===== src/rtl/srbus_pkg.sv =====
package srbus_pkg;

  typedef enum logic [2:0] {
    ST_IDLE,
    ST_RD,
    ST_WGAP,
    ST_WDRV,
    ST_WPULSE,
    ST_WHOLD,
    ST_TURN
  } srb_state_t;

  typedef enum int {
    LIM_RC,
    LIM_OE,
    LIM_WC,
    LIM_PWE,
    LIM_SD,
    LIM_WHZ
  } srb_limit_t;

  // Nanosecond limit for a grade; any grade slower than 55 uses the 70 set.
  function automatic int limit_ns(int grade_ns, srb_limit_t lim);
    bit slow;
    slow = (grade_ns > 55);
    case (lim)
      LIM_RC:  return slow ? 70 : 55;
      LIM_WC:  return slow ? 70 : 55;
      LIM_OE:  return slow ? 40 : 35;
      LIM_PWE: return slow ? 50 : 40;
      LIM_SD:  return slow ? 30 : 25;
      default: return 20;
    endcase
  endfunction

  function automatic int ns_to_cyc(int ns, int clk_ns);
    int c;
    c = (ns + clk_ns - 1) / clk_ns;
    return (c < 1) ? 1 : c;
  endfunction

  function automatic int imax(int a, int b);
    return (a > b) ? a : b;
  endfunction

  function automatic int rd_cycles(int grade_ns, int clk_ns);
    return imax(ns_to_cyc(limit_ns(grade_ns, LIM_RC), clk_ns),
                ns_to_cyc(limit_ns(grade_ns, LIM_OE), clk_ns));
  endfunction

  function automatic int gap_cycles(int grade_ns, int clk_ns);
    return ns_to_cyc(limit_ns(grade_ns, LIM_WHZ), clk_ns);
  endfunction

  function automatic int pulse_min(int grade_ns, int clk_ns);
    return imax(ns_to_cyc(limit_ns(grade_ns, LIM_PWE), clk_ns),
                ns_to_cyc(limit_ns(grade_ns, LIM_SD), clk_ns));
  endfunction

  // Pulse also stretched so the whole write spans the write-cycle limit.
  function automatic int pulse_cycles(int grade_ns, int clk_ns);
    return imax(pulse_min(grade_ns, clk_ns),
                ns_to_cyc(limit_ns(grade_ns, LIM_WC), clk_ns)
                - gap_cycles(grade_ns, clk_ns) - 2);
  endfunction

endpackage


===== src/rtl/srbus_timer.sv =====
module srbus_timer #(
  parameter int CW = 5
) (
  input  logic          clk,
  input  logic          rst,
  input  logic          load,
  input  logic [CW-1:0] load_val,
  output logic          expired
);

  logic [CW-1:0] cnt;

  always_ff @(posedge clk) begin
    if (rst) begin
      cnt <= '0;
    end else if (load) begin
      cnt <= load_val;
    end else if (cnt != '0) begin
      cnt <= cnt - 1'b1;
    end
  end

  assign expired = (cnt == '0);

endmodule


===== src/rtl/srbus_lane.sv =====
module srbus_lane #(
  parameter int W = 8
) (
  input  logic         clk,
  input  logic         rst,
  input  logic         accept,
  input  logic         en_in,
  input  logic [W-1:0] wdata_in,
  input  logic         sel_nxt,
  input  logic         capture,
  input  logic [W-1:0] dq_in,
  output logic         strobe_n,
  output logic [W-1:0] dq_out,
  output logic [W-1:0] rdata
);

  logic en_q;

  always_ff @(posedge clk) begin
    if (rst) begin
      en_q     <= 1'b0;
      strobe_n <= 1'b1;
      dq_out   <= '0;
      rdata    <= '0;
    end else begin
      if (accept) begin
        en_q   <= en_in;
        dq_out <= wdata_in;
      end
      strobe_n <= !(sel_nxt && (accept ? en_in : en_q));
      if (capture) begin
        rdata <= en_q ? dq_in : '0;
      end
    end
  end

endmodule


===== src/rtl/srbus_seq.sv =====
module srbus_seq
  import srbus_pkg::*;
#(
  parameter int CLK_NS   = 4,
  parameter int GRADE_NS = 55
) (
  input  logic clk,
  input  logic rst,
  input  logic req_valid,
  input  logic req_write,
  output logic accept,
  output logic capture,
  output logic sel_nxt,
  output logic cs_n,
  output logic cs_hi,
  output logic oe_n,
  output logic we_n,
  output logic dq_oe,
  output logic ack
);

  localparam int RD_CYC    = rd_cycles(GRADE_NS, CLK_NS);
  localparam int GAP_CYC   = gap_cycles(GRADE_NS, CLK_NS);
  localparam int PULSE_CYC = pulse_cycles(GRADE_NS, CLK_NS);
  localparam int CNT_MAX   = imax(imax(RD_CYC, GAP_CYC), PULSE_CYC);
  localparam int CW        = $clog2(CNT_MAX + 1);

  srb_state_t    state, nxt;
  logic          tmr_load;
  logic [CW-1:0] tmr_val;
  logic          expired;

  srbus_timer #(.CW(CW)) timer_i (
    .clk      (clk),
    .rst      (rst),
    .load     (tmr_load),
    .load_val (tmr_val),
    .expired  (expired)
  );

  always_comb begin
    nxt      = state;
    tmr_load = 1'b0;
    tmr_val  = '0;
    accept   = 1'b0;
    capture  = 1'b0;
    case (state)
      ST_IDLE: begin
        if (req_valid && !ack) begin
          accept   = 1'b1;
          tmr_load = 1'b1;
          if (req_write) begin
            nxt     = ST_WGAP;
            tmr_val = CW'(GAP_CYC - 1);
          end else begin
            nxt     = ST_RD;
            tmr_val = CW'(RD_CYC - 1);
          end
        end
      end
      ST_RD: begin
        if (expired) begin
          nxt     = ST_IDLE;
          capture = 1'b1;
        end
      end
      ST_WGAP: begin
        if (expired) nxt = ST_WDRV;
      end
      ST_WDRV: begin
        nxt      = ST_WPULSE;
        tmr_load = 1'b1;
        tmr_val  = CW'(PULSE_CYC - 1);
      end
      ST_WPULSE: begin
        if (expired) nxt = ST_WHOLD;
      end
      ST_WHOLD: nxt = ST_TURN;
      ST_TURN:  nxt = ST_IDLE;
      default:  nxt = ST_IDLE;
    endcase
  end

  assign sel_nxt = (nxt == ST_RD) || (nxt == ST_WGAP) || (nxt == ST_WDRV) ||
                   (nxt == ST_WPULSE) || (nxt == ST_WHOLD);

  always_ff @(posedge clk) begin
    if (rst) begin
      state <= ST_IDLE;
      cs_n  <= 1'b1;
      cs_hi <= 1'b0;
      oe_n  <= 1'b1;
      we_n  <= 1'b1;
      dq_oe <= 1'b0;
      ack   <= 1'b0;
    end else begin
      state <= nxt;
      cs_n  <= !sel_nxt;
      cs_hi <= sel_nxt;
      oe_n  <= (nxt != ST_RD);
      we_n  <= (nxt != ST_WPULSE);
      dq_oe <= (nxt == ST_WDRV) || (nxt == ST_WPULSE) || (nxt == ST_WHOLD);
      ack   <= capture || (state == ST_WHOLD);
    end
  end

endmodule


===== src/rtl/srbus_ctrl.sv =====
module srbus_ctrl #(
  parameter int CLK_NS   = 4,
  parameter int GRADE_NS = 55,
  parameter int AW       = 18,
  parameter int LANE_W   = 8,
  parameter int LANES    = 2
) (
  input  logic                    clk,
  input  logic                    rst,
  input  logic                    req_valid,
  input  logic                    req_write,
  input  logic [AW-1:0]           req_addr,
  input  logic [LANES*LANE_W-1:0] req_wdata,
  input  logic [LANES-1:0]        req_be,
  output logic                    req_ack,
  output logic [LANES*LANE_W-1:0] rsp_rdata,
  output logic [AW-1:0]           mem_addr,
  output logic                    mem_cs_n,
  output logic                    mem_cs_hi,
  output logic                    mem_oe_n,
  output logic                    mem_we_n,
  output logic [LANES-1:0]        mem_lane_n,
  output logic [LANES*LANE_W-1:0] mem_dq_out,
  input  logic [LANES*LANE_W-1:0] mem_dq_in,
  output logic                    mem_dq_oe
);

  logic accept;
  logic capture;
  logic sel_nxt;

  srbus_seq #(.CLK_NS(CLK_NS), .GRADE_NS(GRADE_NS)) seq_i (
    .clk       (clk),
    .rst       (rst),
    .req_valid (req_valid),
    .req_write (req_write),
    .accept    (accept),
    .capture   (capture),
    .sel_nxt   (sel_nxt),
    .cs_n      (mem_cs_n),
    .cs_hi     (mem_cs_hi),
    .oe_n      (mem_oe_n),
    .we_n      (mem_we_n),
    .dq_oe     (mem_dq_oe),
    .ack       (req_ack)
  );

  always_ff @(posedge clk) begin
    if (rst) begin
      mem_addr <= '0;
    end else if (accept) begin
      mem_addr <= req_addr;
    end
  end

  for (genvar i = 0; i < LANES; i++) begin : g_lane
    srbus_lane #(.W(LANE_W)) lane_i (
      .clk      (clk),
      .rst      (rst),
      .accept   (accept),
      .en_in    (req_be[i]),
      .wdata_in (req_wdata[i*LANE_W +: LANE_W]),
      .sel_nxt  (sel_nxt),
      .capture  (capture),
      .dq_in    (mem_dq_in[i*LANE_W +: LANE_W]),
      .strobe_n (mem_lane_n[i]),
      .dq_out   (mem_dq_out[i*LANE_W +: LANE_W]),
      .rdata    (rsp_rdata[i*LANE_W +: LANE_W])
    );
  end

endmodule


===== config.mk =====
export PLATFORM = sky130hd
export DESIGN_NAME = srbus_ctrl
export DESIGN_NICKNAME = d
export VERILOG_FILES = /design/src/rtl/srbus_pkg.sv /design/src/rtl/srbus_timer.sv /design/src/rtl/srbus_lane.sv /design/src/rtl/srbus_seq.sv /design/src/rtl/srbus_ctrl.sv
export SDC_FILE = /design/constraint.sdc
export NUM_CORES = 1
export LEC_CHECK = 0
export CORE_MARGIN = 8
export CORE_UTILIZATION = 42
export DETAILED_ROUTE_END_ITERATION = 7
export GPL_ROUTABILITY_DRIVEN = 0
export PLACE_DENSITY_LB_ADDON = 0.2
export SYNTH_ARGS = -nofsm -noshare
export SYNTH_HDL_FRONTEND = slang
export SYNTH_HIERARCHICAL = 1
export SYNTH_SLANG_ARGS = --single-unit

===== constraint.sdc =====
create_clock -name clk -period 2.5 [get_ports clk]
set_input_delay 0.375 -clock clk [delete_from_list [all_inputs] [get_ports clk]]
set_output_delay 0.375 -clock clk [all_outputs]
set_load 0.01 [all_outputs]

==> impl_metrics.ini, run 1 <==
[status]
status = completed

[min_path]
hp-start = g_lane[1].lane_i/rdata[6]
hold_end = g_lane[1].lane_i/rdata[6]
hold_path.class = reg -> reg
hold-path-cell-count = 2

[detailed_routing]
dr.pass1.iters = 4
drcViolationCount = 0
ant_nets = 0
drtIter0Drc = 55
wire_per_inst_um = 15.2
routed_via_density = 4.84
drt-total-wl_um = 7010
dr_total_vias = 2227

[pwr]
vdd_drop_max_uv = 554
p_leak_nw = 1.54
p_per_area_nw_per_um2 = 861

[synthesis]
yosysMostFrequentCell = dfxtp_1
synth_top_flop_cell = dfxtp_1
synth_edf_count = 0
ys_seq_elements = 67
synth_cell_types = 41
postSynthAreaPerCell_um2 = 10.0
async_flop_share_pct = 0
ys_top_cells_by_area = dfxtp_1 50%, mux2i_1 14%, nor2_1 5.6%
syn-num-nets = 324
netlist_area_um2 = 2670
ys_seq_area_share_pct = 50.3
postSynthCellCount = 267
synth_top_area_share_pct = 50.3
synth.yosys.warnings = 6
synth_top_cell_by_area = dfxtp_1
yosys-top-cells-count = 67 x dfxtp_1, 40 x nor2_1, 37 x mux2i_1

[sta]
fin_setup_tns_ps = 0
rsz0062_at_grt = false
timing.fmax_mhz = 485
slew_viol_final = 0
finalHoldViolCount = 0
setup_viol = 0
tightest_slew_ps = 783
min_period_ps = 2060
slew_headroom_pct = 47.8
fin_skew_ps = 9.78
finalCritPeriodShare_pct = 82.4

[die]
initial_core_util_pct = 42.8
rows = 29
pin_count = 114
die-width_um = 95.7
fp.dieH_um = 95.7
coreArea_um2 = 6240
die_area_um2 = 9160

[final_layout]
fillers = 534
num_antenna_cells = 0
instances_no_fill = 460
final_util_pct = 65.0
drive_gt1_share_pct = 9.40
nets = 435
area_growth_pct = 52.1

[global_routing]
grt_max_degree = 46
grtUsageTotal_pct = 15.4
grt_pass1_vias = 2241
grt_pass1_wl_um = 11100
antenna_found_initial = 0
grt-ovfl-total = 0

[place]
numPortBuffers = 113
dpl.hpwl_um = 5140
place_inst = 444

[setup_path]
path_cells = inv_1 > ha_1 > nor3b_4 > nor4bb_2 > a221oi_4 > o21a_4 > nand2_1 > or3b_1
slowest_delay_ps = 450
cp.arrival_ps = 2270
r2r_start = seq_i/timer_i/cnt[0]
r2r-end = g_lane[0].lane_i/strobe_n
r2r_cells = 8
required_ps = 2710
end_kind = flip-flop
cp-start-kind = flip-flop
startpoint = seq_i/timer_i/cnt[0]
path_class = reg -> reg
cp_slowest_cell = nor4bb_2
r2r_setup_slack_ps = 440
path_max_fanout = 5

[clock_tree]
cts_resized = 0
clkTransAtPathRegs_ps = 80
htree_levels = 3
cts.sinks = 67
clock-root-buffer = clkbuf_8
postCtsHoldBufs = 0
cts_tree = done
cts_buffer_depth = 2
worst_skew_pair.late_latency_ps = 340
cts_setup_buffers = 0
cts_inserted_buffers = 9

[flow_run]
cap_violations = 0
## registers in the layout, summed over array words and instances (netlist names), 2 cells and up
signal,count
mem_addr,18
g_lane.lane_i/dq_out,16
g_lane.lane_i/rdata,16
seq_i/timer_i/cnt,4
seq_i/state,3
g_lane.lane_i/en_q,2
g_lane.lane_i/strobe_n,2
## power breakdown
group	internal [mW]	leakage [nW]	switching, mW	total (mW)
Combinational	0.606	0.868	0.479	1.09
Clock	0.691	0.126	0.408	1.10
Sequential	1.21	0.548	0.101	1.31
Total	2.51	1.54	0.988	3.49
## layout make-up
class | count | area (µm²) | area share, %
Multi-Input combinational cell | 181 | 1200 | 29.5
Tap cell | 77 | 96.3 | 2.37
Sequential cell | 67 | 1340 | 33.0
Timing Repair Buffer | 116 | 1160 | 28.6
Inverter | 3 | 11.3 | 0.277
Clock inverter | 6 | 113 | 2.77
Clock buffer | 10 | 138 | 3.39
## critical path, delay by kind of cell (launching register included)
family | cells | cell delay [ps]
AOI/OAI and AO/OA | 2 | 250
adders and majority gates | 1 | 190
buffers and inverters | 1 | 90
DFF | 1 | 320
and+or+nand+nor | 4 | 1080
## placed cells by master, fill, tap and decap left out, types with 3 or more instances in the layout
| cell | synthesis | routed |
|---|---|---|
| a21oi_1 | 23 | 23 |
| bufinv_16 | 0 | 3 |
| clkbuf_8 | 0 | 10 |
| clkdlybuf4s50_1 | 0 | 112 |
| dfxtp_1 | 67 | 67 |
| mux2i_1 | 37 | 37 |
| nand2_1 | 10 | 10 |
| nand2b_1 | 17 | 17 |
| nand3_1 | 16 | 16 |
| nor2_1 | 40 | 40 |
| nor2b_1 | 4 | 4 |
## per-layer routing
layer  routed length [µm]  track usage (%)  vias to the layer above  part of all wire, %
li1                     -                -                     1125                    -
met1                 3050             18.7                     1015                   44
met2                 3290             24.8                       77                   47
met3                  571             5.15                       10                  8.1
met4                   99             5.76                        0                  1.4
met5                    0                0                        -                    0
## cell families after synthesis
family	after synthesis	synth area share (%)
multiplexers	38	14.3
buffers and inverters	19	4.83
adder cells (fa/ha/maj)	1	0.469
XOR/XNOR	2	0.656
other	1	0.141
AO/OA/AOI/OAI	34	8.30
AND/OR/NAND/NOR	105	21.1
flip-flops	67	50.3
## metrics by stage
step,power [mW],hold slack [ps],setup slack [ps],instance area [µm²]
after floorplan,2.03,454,545,2670
after global placement,2.41,455,327,3810
after detailed placement,2.43,461,232,3810
after CTS,3.54,474,411,4060
after global routing,3.70,501,285,4060
final,3.49,473,439,4060
## how the worst max path moves through the flow
stage	endpoint	slack, ps	cells past startpoint
2_1_floorplan	g_lane[0].lane_i/strobe_n	540	8
3_5_place_dp	mem_addr[15]	230	7
4_1_cts	g_lane[0].lane_i/strobe_n	410	8
5_1_grt	g_lane[0].lane_i/strobe_n	290	8
3_3_place_gp	mem_addr[9]	330	7
6_report	g_lane[0].lane_i/strobe_n	440	8
No activity file was read; power rests on OpenSTA's default activity.
==> run 2, diff against run 1 <==
clock period = 1.9 ns   (was 2.5 ns; I/O delays follow)
==> impl_metrics.ini, run 2 (same netlist as run 1, synthesis figures left out) <==
[detailed_routing]
wl_met3_um = 652
dr_total_vias = 2278
dr.pass1.iters = 4
drt-met1-wl_um = 2870
dr_wl_met2_um = 3300
ant_nets = 0
wire_per_inst_um = 14.7
routed.top_layer = met4
routed_via_density = 4.83
drtIter0Drc = 98
drt-total-wl_um = 6920
drcViolationCount = 0

[pwr]
p_per_area_nw_per_um2 = 1090
p_leak_nw = 1.58
fin_total_pwr_mw = 4.50
vdd_drop_max_uv = 676

[setup_path]
r2r-end = g_lane[1].lane_i/strobe_n
crit_family = simple AND/OR/NAND/NOR gates
path_buf_inv = 1
cp_slowest_cell = dfxtp_2
required_ps = 2110
path_class = reg -> reg
path_max_fanout = 4
end_kind = flip-flop
cp.arrival_ps = 1980
slowest_delay_ps = 330
cp-start-kind = flip-flop
r2r_start = seq_i/timer_i/cnt[0]
r2r_setup_slack_ps = 130
r2r_cells = 8
path_cells = inv_2 > ha_4 > nor3b_4 > nor4bb_4 > a221oi_4 > o21a_4 > nand2_2 > or3b_1

[final_layout]
largest_register_ffs = 18
largest-register = mem_addr
layout_commonest_cell = clkdlybuf4s50_1
fillers = 521
multiInputGateArea_um2 = 1220
nets = 448
num_antenna_cells = 0
mostFrequentLayoutCells = 112 x clkdlybuf4s50_1, 65 x dfxtp_1, 40 x nor2_1
reg.largest.list = mem_addr x18, g_lane.lane_i/dq_out x16, g_lane.lane_i/rdata x16
drive_gt1_share_pct = 13.7
area_growth_pct = 55.4
final_util_pct = 66.4
regArea_um2 = 1340

[sta]
timing.fmax_mhz = 565
min_period_ps = 1770
slew_headroom_pct = 56.6
fin_skew_ps = 7.44
finalCritPeriodShare_pct = 93.1
tightest_slew_ps = 651
rsz0062_at_grt = true
setup_viol = 0
slew_viol_final = 0
finalHoldViolCount = 0

[clock_tree]
cts_buffer_depth = 2
cts.sinks = 67
worst_skew_pair.late_latency_ps = 320
htree_levels = 3
clkTransAtPathRegs_ps = 60
cts_inserted_buffers = 9
cts_tree = done
clock-root-buffer = clkbuf_8

[global_routing]
grt_pass1_wl_um = 10400
grtUsageTotal_pct = 14.3
grt_pass1_vias = 2214
antenna_found_initial = 0
grt_max_degree = 37
grt-ovfl-total = 0

[min_path]
hold-path-cell-count = 2
hold_path.class = reg -> reg
hold_end = g_lane[0].lane_i/rdata[2]
hp-start = g_lane[0].lane_i/rdata[2]

[place]
dpl.hpwl_um = 5090
numPortBuffers = 113

[die]
pin_count = 114
die-width_um = 95.7
rows = 29
initial_core_util_pct = 42.8
die_area_um2 = 9160
fp.dieH_um = 95.7
coreArea_um2 = 6240

[flow_run]
cap_violations = 0

[status]
status = completed
-- run 2: changes by cell type in the layout (fill, tap and decap cells not counted), sizes merged --
cell,change
buf,+13
clkinvlp,+2
clkbuf,+1
bufinv,-2
clkinv,-2
-- run 2: power by group --
group,switching [mW],internal [mW],total [mW]
Combinational,0.665,0.936,1.60
Clock,0.505,0.668,1.17
Sequential,0.134,1.59,1.73
Total,1.30,3.20,4.50
-- run 2: per-layer routing --
| layer | track usage, % | up-vias |
|---|---|---|
| met3 | 5.15 | 8 |
| met2 | 23.2 | 83 |
| met4 | 6.40 | 0 |
| li1 | - | 1149 |
| met1 | 16.7 | 1038 |
| met5 | 0 | - |
-- run 2: final cells by class --
cell class / instances / area share, %
Clock inverter: 4 / 1.21
Tap cell: 77 / 2.32
Clock buffer: 11 / 3.65
Sequential cell: 67 / 32.4
Multi-Input combinational cell: 181 / 29.5
Timing Repair Buffer: 129 / 30.7
Inverter: 3 / 0.272
-- run 2: per-stage QoR --
step / hold slack [ps] / std cells / setup slack, ps / cell area [µm²] / TNS, ps
global route: 485 / 472 / -12.5 / 4150 / -12.5
CTS: 470 / 471 / 10.1 / 4120 / 0
floorplan: 364 / 267 / 72.0 / 2680 / 0
finish: 469 / 472 / 131 / 4150 / 0
detailed placement: 461 / 456 / -20.1 / 3920 / -57.6
global placement: 452 / 456 / 7.45 / 3920 / 0
-- run 2: worst max path at each step --
stage	from	to	slack, ps	depth (start not counted)
2_1_floorplan	seq_i/timer_i/cnt[0]	g_lane[0].lane_i/strobe_n	70	8
3_3_place_gp	req_valid	mem_addr[3]	7	7
3_5_place_dp	req_valid	mem_addr[5]	-20	7
4_1_cts	seq_i/timer_i/cnt[0]	g_lane[1].lane_i/strobe_n	10	8
5_1_grt	seq_i/timer_i/cnt[0]	g_lane[1].lane_i/strobe_n	-10	8
6_report	seq_i/timer_i/cnt[0]	g_lane[1].lane_i/strobe_n	130	8
-- run 2: timing repair --
item	in CTS	in global routing
endpoints found under the setup margin	0	4
hold buffers	0	0
hold endpoints to repair	0	0
gates resized for setup	0	7
buffers inserted	0	1
-- run 2: worst reg2reg max path: stages, from the launching register on --
cell and delay [ps]:
dfxtp_2 330, inv_2 70, ha_4 130, nor3b_4 240, nor4bb_4 290, a221oi_4 70
o21a_4 140, nand2_2 70, or3b_1 330
